<file path="src/rtl/clkctl_pkg.sv">
package clkctl_pkg;

  localparam int unsigned MAX_DIV_LOG2 = 4;
  localparam int unsigned RATIO_W = 3;

  typedef struct packed {
    logic       out_en;    // bit 7
    logic [1:0] slow_div;  // bits 6:5
    logic       slow_on;   // bit 4
    logic [1:0] tb_sel;    // bits 3:2
    logic       irq_en;    // bit 1
  } ctrl_t;

  // log2 of the CPU clock division ratio
  function automatic logic [RATIO_W-1:0] div_log2(input logic slow_on,
                                                  input logic [1:0] slow_div);
    return slow_on ? ({1'b0, slow_div} + 3'd1) : 3'd0;
  endfunction

  function automatic int unsigned max4(input int unsigned a, input int unsigned b,
                                       input int unsigned c, input int unsigned d);
    int unsigned m;
    m = a;
    if (b > m) m = b;
    if (c > m) m = c;
    if (d > m) m = d;
    return m;
  endfunction

endpackage

</file>
<file path="src/rtl/clkctl_prescaler.sv">
module clkctl_prescaler #(
  parameter int unsigned CNT_W = 4
) (
  input  logic       clk,
  input  logic       rst_n,
  input  logic [2:0] ratio_log2,
  output logic       ce
);

  logic [CNT_W-1:0] cnt;

  function automatic logic [CNT_W-1:0] reload(input logic [2:0] l2);
    return CNT_W'((32'd1 << l2) - 32'd1);
  endfunction

  // ratio is sampled only at a boundary, so a period is never cut short
  assign ce = (cnt == '0);

  always_ff @(posedge clk) begin
    if (!rst_n)  cnt <= '0;
    else if (ce) cnt <= reload(ratio_log2);
    else         cnt <= cnt - 1'b1;
  end

endmodule

</file>
<file path="src/rtl/clkctl_timebase.sv">
module clkctl_timebase #(
  parameter int unsigned PER0 = 16000,
  parameter int unsigned PER1 = 32000,
  parameter int unsigned PER2 = 80000,
  parameter int unsigned PER3 = 200000,
  parameter int unsigned CW   = 18
) (
  input  logic       clk,
  input  logic       rst_n,
  input  logic       run,
  input  logic [1:0] sel,
  output logic       wrap
);

  logic [1:0]    cur_sel;
  logic [CW-1:0] cnt;

  function automatic logic [CW-1:0] last_of(input logic [1:0] code);
    case (code)
      2'd0:    return CW'(PER0 - 1);
      2'd1:    return CW'(PER1 - 1);
      2'd2:    return CW'(PER2 - 1);
      default: return CW'(PER3 - 1);
    endcase
  endfunction

  assign wrap = run && (cnt == last_of(cur_sel));

  always_ff @(posedge clk) begin
    if (!rst_n) begin
      cnt     <= '0;
      cur_sel <= 2'd0;
    end else if (run) begin
      if (wrap) begin
        cnt     <= '0;
        cur_sel <= sel;   // new select adopted only at period end
      end else begin
        cnt <= cnt + 1'b1;
      end
    end
  end

endmodule

</file>
<file path="src/rtl/clkctl_regs.sv">
module clkctl_regs
  import clkctl_pkg::*;
(
  input  logic       clk,
  input  logic       rst_n,
  input  logic       wr,
  input  logic       rd,
  input  logic [6:0] wdata,
  input  logic       lock,
  input  logic       set_flag,
  output ctrl_t      ctrl,
  output logic       flag
);

  always_ff @(posedge clk) begin
    if (!rst_n) begin
      ctrl <= '0;
      flag <= 1'b0;
    end else begin
      if (wr && !lock) ctrl <= ctrl_t'(wdata);
      if (set_flag)         flag <= 1'b1;
      else if (rd && !lock) flag <= 1'b0;
    end
  end

endmodule

</file>
<file path="src/rtl/clkctl_tbase.sv">
module clkctl_tbase
  import clkctl_pkg::*;
#(
  parameter int unsigned TB_PER0 = 16000,
  parameter int unsigned TB_PER1 = 32000,
  parameter int unsigned TB_PER2 = 80000,
  parameter int unsigned TB_PER3 = 200000
) (
  input  logic       clk,
  input  logic       rst_n,
  input  logic       reg_wr,
  input  logic       reg_rd,
  input  logic [7:0] reg_wdata,
  output logic [7:0] reg_rdata,
  input  logic       halt_req,
  output logic       cpu_ce,
  output logic       clk_out,
  output logic       tb_irq,
  output logic       ahalt_mode
);

  localparam int unsigned TB_MAX = max4(TB_PER0, TB_PER1, TB_PER2, TB_PER3);
  localparam int unsigned TB_CW  = $clog2(TB_MAX);
  localparam int unsigned PS_W   = MAX_DIV_LOG2;

  ctrl_t ctrl;
  logic  flag;
  logic  full_halt;
  logic  tb_wrap;
  logic  wdata_bit0_unused;

  assign wdata_bit0_unused = reg_wdata[0];
  assign ahalt_mode = halt_req & ctrl.irq_en;
  assign full_halt  = halt_req & ~ctrl.irq_en;

  clkctl_regs u_regs (
    .clk      (clk),
    .rst_n    (rst_n),
    .wr       (reg_wr),
    .rd       (reg_rd),
    .wdata    (reg_wdata[7:1]),
    .lock     (halt_req),
    .set_flag (tb_wrap),
    .ctrl     (ctrl),
    .flag     (flag)
  );

  clkctl_prescaler #(.CNT_W(PS_W)) u_presc (
    .clk        (clk),
    .rst_n      (rst_n),
    .ratio_log2 (div_log2(ctrl.slow_on, ctrl.slow_div)),
    .ce         (cpu_ce)
  );

  clkctl_timebase #(
    .PER0 (TB_PER0), .PER1 (TB_PER1), .PER2 (TB_PER2), .PER3 (TB_PER3), .CW (TB_CW)
  ) u_tbase (
    .clk   (clk),
    .rst_n (rst_n),
    .run   (~full_halt),
    .sel   (ctrl.tb_sel),
    .wrap  (tb_wrap)
  );

  assign reg_rdata = {ctrl, flag};
  assign tb_irq    = flag & ctrl.irq_en;
  assign clk_out   = cpu_ce & ctrl.out_en & ~ahalt_mode;

endmodule

</file>
<file path="config.mk">
export PLATFORM = sky130hd
export DESIGN_NAME = clkctl_tbase
export DESIGN_NICKNAME = d
export VERILOG_FILES = /design/src/rtl/clkctl_pkg.sv /design/src/rtl/clkctl_prescaler.sv /design/src/rtl/clkctl_timebase.sv /design/src/rtl/clkctl_regs.sv /design/src/rtl/clkctl_tbase.sv
export SDC_FILE = /design/constraint.sdc
export NUM_CORES = 1
export LEC_CHECK = 0
export ABC_AREA = 1
export CORE_ASPECT_RATIO = 0.75
export CORE_MARGIN = 2
export CORE_UTILIZATION = 35
export CTS_CLUSTER_DIAMETER = 150
export DETAILED_ROUTE_END_ITERATION = 10
export PLACE_DENSITY = 0.61
export SLEW_MARGIN = 20
export SYNTH_ARGS = -nofsm -noshare
export SYNTH_HDL_FRONTEND = slang
export SYNTH_SLANG_ARGS = --single-unit
export TNS_END_PERCENT = 30
</file>
<file path="constraint.sdc">
create_clock -name clk -period 3.27 [get_ports clk]
set_clock_uncertainty 0.2 [all_clocks]
set_input_delay 0.8175 -clock clk [delete_from_list [all_inputs] [get_ports clk]]
set_output_delay 0.8175 -clock clk [all_outputs]
set_load 0.02 [all_outputs]
</file>
### Word-level counts from Yosys, hierarchy flattened

Cells that the tools add are included.

* register bits after elaboration: 32
* bits of input ports: 13

* add/subtract/negate cells: 4
* equality and inequality tests: 3
* shift operators: 1
* multiplexer cells: 6
* bitwise operators: 8
* reductions and logical operators: 8

Operator list (number)
* 18-bit one-hot mux with 3 select lines: 1
* 18-bit by 1-bit adder with 18-bit output (second input constant): 1
* 18-bit equality test: 1
* 18-bit 2-to-1 mux: 1
* 4-bit by 1-bit subtractor with 4-bit output (second input constant): 2
* 1-bit bitwise AND: 5
* 4-bit zero test: 1
* 4-bit 2-to-1 mux: 1
* 1-bit by 3-bit << shifter with 4-bit output (first input constant): 1
* 2-bit by 1-bit adder with 3-bit output (second input constant): 1
* 1-bit logical AND: 3
* 3-bit 2-to-1 mux: 1
* 1-bit inverter: 3
* 2-bit by 1-bit equality test with 1-bit output (second input constant): 1
* 2-bit equality test (second input constant): 1
* 2-bit zero test: 1
* 1-bit 2-to-1 mux: 2
* 2-bit AND reduction: 1
* 2-bit nonzero test: 1
* 1-bit zero test: 1

### Longest topological paths before layout

Gate-level depths: netlist of the first run.

* word-level depth: 5
* depth in mapped cells: 11
* gate-level depth less buffers: 10

### Hierarchy

A second synthesis of the first run with hierarchy kept.

* cell total of the unflattened synthesis: 289
* area total of the unflattened synthesis: 1920.6 um^2

By module, submodules not included
* clkctl_timebase: times used 1, cells each 189, area each 1247.4 um^2, sequential area each 400.4 um^2
* clkctl_regs: times used 1, cells each 46, area each 346.6 um^2, sequential area each 160.2 um^2
* clkctl_prescaler: times used 1, cells each 38, area each 251.5 um^2, sequential area each 80.1 um^2
* clkctl_tbase: times used 1, cells each 16, area each 75.1 um^2, sequential area each 0.0 um^2

### Worst setup path after synthesis of the first run

OpenSTA, ideal clock, no wires.

* kind: input to output
* start: in halt_req
* end: out clk_out
* arrival time: 1.231 ns
* path slack: 1.022 ns
* stages: 3
* path buffers: 0
* cells stage by stage: nand2_1 nand2_1 nor2_1

* longest elaborated chain between the ends: 3

RTL lines
* start: declaration: line clkctl_tbase.sv:15 `input logic halt_req,`
* 1-bit bitwise AND: line clkctl_tbase.sv:33 `assign ahalt_mode = halt_req & ctrl.irq_en;`
* 1-bit inverter: line clkctl_tbase.sv:67 `assign clk_out = cpu_ce & ctrl.out_en & ~ahalt_mode;`
* 1-bit bitwise AND: line clkctl_tbase.sv:67
* end: declaration: line clkctl_tbase.sv:17 `output logic clk_out,`

No other way between the ends.

### Final worst setup path of the first run

Same ends and word-level chain as after synthesis.

==> results of run 1 <==
per-stage QoR:
stage | utilization, % | total power [uW] | std cells | setup WS, ns
6_report | 44.1 | 971 | 360 | 0.144
5_1_grt | 44.1 | 1040 | 360 | 0.0680
4_1_cts | 44.1 | 987 | 360 | 0.136
3_5_place_dp | 42.2 | 670 | 352 | 0.137
3_3_place_gp | 42.2 | 668 | 352 | 0.140
2_1_floorplan | - | 596 | 272 | 1.02
cell type report:
type	instances	area share [%]
inverters	32	5.56
clock buffers	8	4.17
well taps	60	3.48
repair buffers	24	11.0
multi-input cells	204	46.1
flip-flops and latches	32	29.7
worst max-delay path, cell delays in order:
cell	delay, ns
clkdlybuf4s50_1	0.45
nand2_1	0.10
nand2_1	0.05
nor2_1	0.09
clkdlybuf4s50_1	0.60
power groups by stage:
stage / clock network (uW) / registers [uW] / logic, uW
global placement: 0 / 452 / 216
floorplan: 0 / 455 / 141
CTS: 325 / 444 / 218
global route: 341 / 448 / 252
detailed placement: 0 / 453 / 217
finish: 313 / 444 / 213
logic make-up (layout without fill, tap and decap cells):
logic type,count (synthesis),count (layout),synth area share [%]
flip-flops,32,32,35.8
buffers and inverters,36,64,8.66
AO/OA/AOI/OAI,22,22,6.22
adder cells (fa/ha/maj),3,3,2.10
XOR/XNOR,13,13,6.35
AND/OR/NAND/NOR,166,166,40.9
sequential cells by signal, indices dropped and copies added (netlist names):
name,cells
u_regs.flag,1
u_regs.ctrl,7
u_presc.cnt,4
u_tbase.cur_sel,2
u_tbase.cnt,18
per-layer routing:
layer	vias to the layer above	track usage [%]	routed length, um
met4	0	6.45	68
met5	-	0	0
met2	17	21.5	1580
met1	743	21.9	2120
met3	7	3.75	134
li1	903	-	-
layout by cell type (no fill, tap or decap), types with 2 or more instances in the layout:
cell,synthesis,layout
ha_1,3,3
nor2_4,3,3
nand4_1,2,2
nor2_2,9,9
inv_2,2,2
nand2_2,3,3
inv_1,29,29
nor2_1,49,49
clkbuf_1,2,2
xor2_1,11,11
xnor2_1,2,2
nand3_1,23,23
o21ai_0,10,10
a21oi_1,11,11
clkdlybuf4s50_1,0,23
nor3_1,9,9
dfxtp_1,32,32
clkbuf_8,0,6
nand2_1,65,65
worst max-delay path by stage:
stage              from       to  slack [ns]  depth (start not counted)
3_3_place_gp   halt_req  clk_out        0.14                          5
4_1_cts        halt_req  clk_out        0.14                          5
5_1_grt        halt_req  clk_out        0.07                          5
2_1_floorplan  halt_req  clk_out        1.02                          3
6_report       halt_req  clk_out        0.14                          5
3_5_place_dp   halt_req  clk_out        0.14                          5
==> flow_summary.yaml, run 1 <==
pwr:
  internal_power_uw: 686
  ir_drop_mv: 0.313
  cellPowerDensity_mw_per_mm2: 449
  power_leakage_uw: 0.000848
  clkPwrFrac_pct: 32.3
  switching_share_pct: 29.3
  combPwrFrac_pct: 22.0
  seqPwrFrac_pct: 45.7
  p_sw_uw: 284
final_layout:
  num_antenna_cells: 0
  multi_input_comb_area_um2: 996
  regArea_um2: 641
  final_area_mm2: 0.00216
  syn2layout_area_growth_pct: 20.5
  n_fill_cell: 513
  nNetsFinal: 315
  layout-drive-gt1-share_pct: 8.33
clock_tree:
  clk_pin_slew_ns: 0.06
  holdBufCountCts: 0
  clock_path_buffers: 2
  clock_sinks: 32
  ctsResizeCount: 0
  cts_tree: "built"
  cts_made_buffers: 5
  root_buffer: "clkbuf_8"
  insertion_delay_ns: 0.28
  cts_setup_buffers: 0
  htreeDepth: 2
sta:
  slew_violations: 0
  tightest_slew_ns: 0.476
  fin_tns_setup_ns: 0
  slew_headroom_pct: 68.0
  rsz0062_at_grt: "false"
  holdWs_ns: 0.252
  period_share_pct: 95.6
  hold_viol: 0
  period_needed_ns: 3.13
  max_freq_mhz: 320
  finalSetupViolations: 0
placed_design:
  hpwlAfterDp_mm: 3.07
  io_buffers: 23
  placed_area_mm2: 0.00207
  globalplace.congestion: 0.888
detailed_routing:
  vias: 1670
  drt_pass1_iterations: 4
  wirelength_mm: 3.90
  drc: 0
  viasPerCell: 4.64
  wire_per_inst_um: 10.8
  antenna_left: 0
  drtIter0Drc: 98
synthesis:
  synth.top_cell.area_share_pct: 35.8
  synth_edf_count: 0
  synth_top_flop_cell: "dfxtp_1"
  synth.largest_area_cell: "dfxtp_1"
  avgSynthCellArea_um2: 6.59
  synth_cell_type_count: 24
  synth.most_common_cell: "nand2_1"
  synth.cells.most_frequent: "nand2_1, nor2_1, dfxtp_1"
  ys_seq_area_share_pct: 35.8
  ys_ff_latch: 32
  synth_nets: 288
  ys_warn_count: 0
  postSynthCellCount: 272
  synth_area_leaders: "dfxtp_1, nand2_1, nor2_1"
  async_flop_share_pct: 0
  syn_area_mm2: 0.00179
setup_path:
  r2r_start: "u_tbase.cnt[0]"
  r2r_slack_ns: 1.35
  cp_max_fo: 3
  path_class: "input port to output pin"
  worst_ep_required_time_ns: 2.25
  endpoint_kind: "output pin"
  reg2reg_depth: 10
  r2r-end: "u_tbase.cnt[7]"
  start_kind: "input port"
  cp.arrival_ns: 2.11
global_route:
  first_global_vias: 1482
  antenna_found_initial: 0
  grtUsageTotal_pct: 15.3
  grt_overflow: 0
  grt_pass1_wl_mm: 6.84
  grt_max_degree: 16
die:
  num_rows: 22
  initial_core_util_pct: 36.6
  dieArea_mm2: 0.00571
  die_y_um: 66.0
  ios: 25
  die_w_um: 86.6
  core_mm2: 0.00490
run_status:
  status: "complete, no violations"
run:
  timing.max_cap.violations: 0
hold_path:
  hold_path_class: "flip-flop to flip-flop"
  hold_end: "u_presc.cnt[0]"
  min_path_cells: 1
  holdCritStartpoint: "u_presc.cnt[0]"
Power figures use the tool's default switching activity.
==> run 2, diff against run 1 <==
--- a/config.mk
+++ b/config.mk
@@ -7,11 +7,10 @@
 export LEC_CHECK = 0
 export ABC_AREA = 1
 export CORE_ASPECT_RATIO = 0.75
-export CORE_MARGIN = 2
-export CORE_UTILIZATION = 35
+export CORE_UTILIZATION = 49
 export CTS_CLUSTER_DIAMETER = 150
 export DETAILED_ROUTE_END_ITERATION = 10
-export PLACE_DENSITY = 0.61
+export PLACE_DENSITY = 0.79
 export SLEW_MARGIN = 20
 export SYNTH_ARGS = -nofsm -noshare
 export SYNTH_HDL_FRONTEND = slang
==> flow_summary.yaml, run 2 (same netlist as run 1, synthesis figures left out) <==
die:
  dieArea_mm2: 0.00391
  initial_core_util_pct: 53.0
  die_y_um: 54.4
  die_w_um: 71.8
  ios: 25
  num_rows: 18
  core_mm2: 0.00338
detailed_routing:
  wirelength_mm: 4.00
  viasPerCell: 5.08
  drt_pass1_iterations: 4
  wire_per_inst_um: 11.8
  drtIter0Drc: 135
  vias: 1722
  antenna_left: 0
  drc: 0
final_layout:
  num_antenna_cells: 0
  layout_common_cells: "nand2_1, nor2_1, dfxtp_1"
  final_common_cell: "nand2_1"
  nNetsFinal: 315
  syn2layout_area_growth_pct: 19.5
  utilization_pct: 63.4
  n_fill_cell: 316
  regMostFlops: "u_tbase.cnt"
  top_regs: "u_tbase.cnt x18, u_regs.ctrl x7, u_presc.cnt x4"
  largest_register_ffs: 18
  layout-drive-gt1-share_pct: 8.70
setup_path:
  cp_max_fo: 3
  path_class: "input port to output pin"
  critPathSlowestCell: "clkdlybuf4s50_1"
  r2r_slack_ns: 1.29
  slowest_delay_ns: 0.61
  endpoint_kind: "output pin"
  cp.arrival_ns: 2.11
  reg2reg_depth: 10
  start_kind: "input port"
  worst_ep_required_time_ns: 2.25
  path_cells: "clkdlybuf4s50_1 > nand2_1 > nand2_1 > nor2_1 > clkdlybuf4s50_1"
pwr:
  switching_share_pct: 29.7
  power_leakage_uw: 0.000853
  clkPwrFrac_pct: 33.4
  p_sw_uw: 296
  internal_power_uw: 702
  combPwrFrac_pct: 21.8
  cellPowerDensity_mw_per_mm2: 467
  seqPwrFrac_pct: 44.8
  ir_drop_mv: 0.448
global_route:
  grt_max_degree: 14
  grt_overflow: 0
  grt_pass1_wl_mm: 6.78
  antenna_found_initial: 0
  first_global_vias: 1556
  grtUsageTotal_pct: 23.4
clock_tree:
  clock_path_buffers: 2
  root_buffer: "clkbuf_8"
  htreeDepth: 2
  holdBufCountCts: 0
  ctsResizeCount: 0
  cts_setup_buffers: 0
  clock_sinks: 32
  cts_tree: "built"
  clk_pin_slew_ns: 0.07
  insertion_delay_ns: 0.29
  cts_made_buffers: 5
sta:
  period_share_pct: 95.6
  finalSetupViolations: 0
  slew_violations: 0
  max_freq_mhz: 320
  fin_tns_setup_ns: 0
  hold_viol: 0
  period_needed_ns: 3.13
  slew_headroom_pct: 68.3
  rsz0062_at_grt: "false"
  tightest_slew_ns: 0.472
hold_path:
  hold_path_class: "flip-flop to flip-flop"
  min_path_cells: 2
placed_design:
  hpwlAfterDp_mm: 2.99
  globalplace.congestion: 0.873
  io_buffers: 23
run_status:
  status: "complete, no violations"
run:
  timing.max_cap.violations: 0
-- run 2: final cells by class --
type                       count  area [um^2]  area share [%]
timing repair buffer          24          238            11.1
clock buffer                   7         96.3            4.50
tap                           40         50.0            2.34
multi-input combinational    204          996            46.5
sequential                    32          641            29.9
inverter                      32          120            5.61
-- run 2: routing by layer --
metal | share of wire (%) | global-route usage (%) | up-vias
li1 | - | - | 905
met1 | 52 | 31.5 | 776
met2 | 41 | 35.7 | 36
met3 | 6.2 | 7.92 | 5
met4 | 1.3 | 7.52 | 0
met5 | 0 | 0 | -
-- run 2: worst paths after layout --
kind                  startpoint             end
hold reg to reg   u_regs.ctrl[1]  u_regs.ctrl[1]
setup / recovery        halt_req         clk_out
setup reg to reg  u_tbase.cnt[0]  u_tbase.cnt[8]
hold / removal    u_regs.ctrl[1]  u_regs.ctrl[1]
-- run 2: power by group through the flow --
stage                     registers (uW)  clock network (uW)  logic, uW
after floorplan                      455                   0        141
after global placement               453                   0        211
after detailed placement             454                   0        214
after CTS                            446                 342        217
after global routing                 450                 352        248
final                                447                 334        217
-- run 2: through the flow --
step                worst slack [ns]  power [uW]  cells  hold slack [ns]  instance area, um^2
floorplan                       1.02         596    272            0.227                 1790
global placement               0.149         664    332            0.242                 2040
detailed placement             0.141         667    332            0.247                 2040
CTS                            0.141        1010    339            0.273                 2140
global route                  0.0326        1050    339            0.290                 2140
finish                         0.145         999    339            0.282                 2140
-- run 2: worst max-delay path, delay by kind of cell --
kind | cells | cell delay (ns)
buf+inv | 2 | 1.05
simple gates | 3 | 0.24
==> run 3, diff against run 2 <==
--- a/config.mk
+++ b/config.mk
@@ -5,12 +5,12 @@
 export SDC_FILE = /design/constraint.sdc
 export NUM_CORES = 1
 export LEC_CHECK = 0
-export ABC_AREA = 1
+export ABC_AREA = 0
 export CORE_ASPECT_RATIO = 0.75
 export CORE_UTILIZATION = 49
 export CTS_CLUSTER_DIAMETER = 150
 export DETAILED_ROUTE_END_ITERATION = 10
-export PLACE_DENSITY = 0.79
+export PLACE_DENSITY = 0.8
 export SLEW_MARGIN = 20
 export SYNTH_ARGS = -nofsm -noshare
 export SYNTH_HDL_FRONTEND = slang
==> flow_summary.yaml, run 3 <==
run_status:
  status: "complete, no violations"
final_layout:
  final_cells: 253
  layout_common_cells: "nor2_1, dfxtp_1, clkdlybuf4s50_1"
  syn2layout_area_growth_pct: 23.6
  final_area_mm2: 0.00199
  top_regs: "u_tbase.cnt x18, u_regs.ctrl x7, u_presc.cnt x4"
  num_antenna_cells: 0
  regMostFlops: "u_tbase.cnt"
  nNetsFinal: 230
  largest_register_ffs: 18
  layout-drive-gt1-share_pct: 9.30
die:
  core_mm2: 0.00304
  die_w_um: 68.3
  initial_core_util_pct: 53.1
  dieArea_mm2: 0.00353
  ios: 25
  num_rows: 17
  die_y_um: 51.7
sta:
  rsz0062_at_grt: "false"
  tightest_slew_ns: 0.585
  finalSetupViolations: 0
  hold_viol: 0
  period_share_pct: 95.5
  period_needed_ns: 3.12
  max_freq_mhz: 320
  slew_headroom_pct: 60.7
  slew_violations: 0
detailed_routing:
  drc: 0
  wirelength_mm: 3.65
  drtIter0Drc: 54
  viasPerCell: 5.67
  wire_per_inst_um: 14.4
  antenna_left: 0
  vias: 1435
  drt_pass1_iterations: 4
clock_tree:
  cts_setup_buffers: 0
  holdBufCountCts: 0
  cts_tree: "built"
  insertion_delay_ns: 0.28
  root_buffer: "clkbuf_8"
  clock_path_buffers: 2
  htreeDepth: 2
  clock_sinks: 32
  clk_pin_slew_ns: 0.06
  cts_made_buffers: 5
  ctsResizeCount: 1
synthesis:
  postSynthCellCount: 185
  syn_area_mm2: 0.00161
  synth.cells.most_frequent: "dfxtp_1, nor2_1, xnor2_1"
  ys_warn_count: 0
  avgSynthCellArea_um2: 8.72
  synth_nets: 201
  ys_ff_latch: 32
  synth.largest_area_cell: "dfxtp_1"
  synth.top_cell.area_share_pct: 39.7
  async_flop_share_pct: 0
  ys_seq_area_share_pct: 39.7
  synth_top_flop_cell: "dfxtp_1"
  synth_cell_type_count: 41
  synth_edf_count: 0
  synth_area_leaders: "dfxtp_1, nor2_1, xnor2_1"
setup_path:
  cp.arrival_ns: 2.10
  cp_max_fo: 2
  r2r_start: "u_tbase.cur_sel[1]"
  r2r-end: "u_tbase.cnt[17]"
  critPathCapture: "ahalt_mode"
  worst_ep_required_time_ns: 2.25
  path_common_cell: "clkdlybuf4s50_1"
  r2r_slack_ns: 1.20
  endpoint_kind: "output pin"
  startpoint: "halt_req"
  critPathSlowestCell: "clkdlybuf4s50_1"
  path_cells: "clkdlybuf4s50_1 > and2_1 > clkdlybuf4s50_1"
  path_class: "input port to output pin"
  start_kind: "input port"
  reg2reg_depth: 6
  slowest_delay_ns: 0.66
global_route:
  grt_pass1_wl_mm: 5.86
  antenna_found_initial: 0
  grt_overflow: 0
  grtUsageTotal_pct: 23.1
  grt_max_degree: 17
  first_global_vias: 1309
placed_design:
  globalplace.congestion: 0.791
  placed_area_mm2: 0.00190
  hpwlAfterDp_mm: 2.72
  dpl.cell_count: 245
  io_buffers: 23
run:
  timing.max_cap.violations: 0
pwr:
  power.total_uw: 957
  ir_drop_mv: 0.273
  cellPowerDensity_mw_per_mm2: 480
  power_leakage_uw: 0.000744
hold_path:
  hold_path_class: "flip-flop to flip-flop"
run 3: cell types whose count changed in the layout (fill, tap and decap cells not counted), sizes merged, moves of 5 or more:
cell   previous run  this run
nand3            23         8
xnor2             2        13
nand2            69        11
xor2             11         4
a21oi            11         6
nor2             61        32
inv              31         6
o21ai            10         5
mux2i             0         8
run 3: cells by family after synthesis:
logic type                 Yosys count  synth area share (%)
AOI/OAI and AO/OA                   20                  8.45
xor gates and xnor gates            17                  9.22
adders and majority gates            3                  2.33
buffers and inverters               12                  3.80
DFF                                 32                  39.7
muxes                                8                  4.96
and+or+nand+nor                     93                  31.6
run 3: worst max-delay path, delay by kind of cell:
| kind | cells | cell delay (ns) |
|---|---|---|
| simple gates | 1 | 0.16 |
| buf+inv | 2 | 1.13 |
run 3: routing by layer:
layer | global-route usage (%) | vias to the layer above | routed length, um
met5 | 0 | - | 0
met4 | 10.1 | 0 | 74
met3 | 5.92 | 9 | 128
met2 | 38.4 | 35 | 1770
met1 | 28.0 | 686 | 1680
li1 | - | 705 | -
run 3: area by class of cell:
type	count	area (um^2)
Clock inverter	2	10.0
Inverter	6	22.5
Tap cell	38	47.5
Timing Repair Buffer	28	279
Fill cell	250	1050
Sequential cell	32	641
Multi-Input combinational cell	141	912
Clock buffer	6	82.6
run 3: power by group:
group | leakage (uW) | total [uW] | internal, uW | switching, uW
Sequential | 0.000260 | 442 | 419 | 22.3
Combinational | 0.000433 | 206 | 94.9 | 111
Clock | 0.0000510 | 309 | 168 | 141
Total | 0.000744 | 957 | 682 | 275
run 3: worst min path at each step:
stage / start / endpoint / slack, ns / depth (start not counted)
after CTS: u_tbase.cnt[1] / u_tbase.cnt[1] / 0.30 / 2
after global routing: u_tbase.cnt[1] / u_tbase.cnt[1] / 0.33 / 2
final: u_tbase.cnt[1] / u_tbase.cnt[1] / 0.30 / 2
after global placement: u_tbase.cnt[1] / u_tbase.cnt[1] / 0.27 / 2
after floorplan: u_tbase.cnt[1] / u_tbase.cnt[1] / 0.26 / 2
after detailed placement: u_regs.ctrl[1] / u_tbase.cur_sel[0] / 0.29 / 2
run 3: per-stage QoR:
step                      util [%]  worst slack (ns)  setup TNS [ns]  hold WS [ns]
final                         65.6             0.148               0         0.302
after global routing          65.6             0.127               0         0.330
after CTS                     65.6             0.159               0         0.304
after detailed placement      62.6           -0.0111         -0.0111         0.294
after global placement        62.6            0.0637               0         0.269
after floorplan                  -             0.809               0         0.258
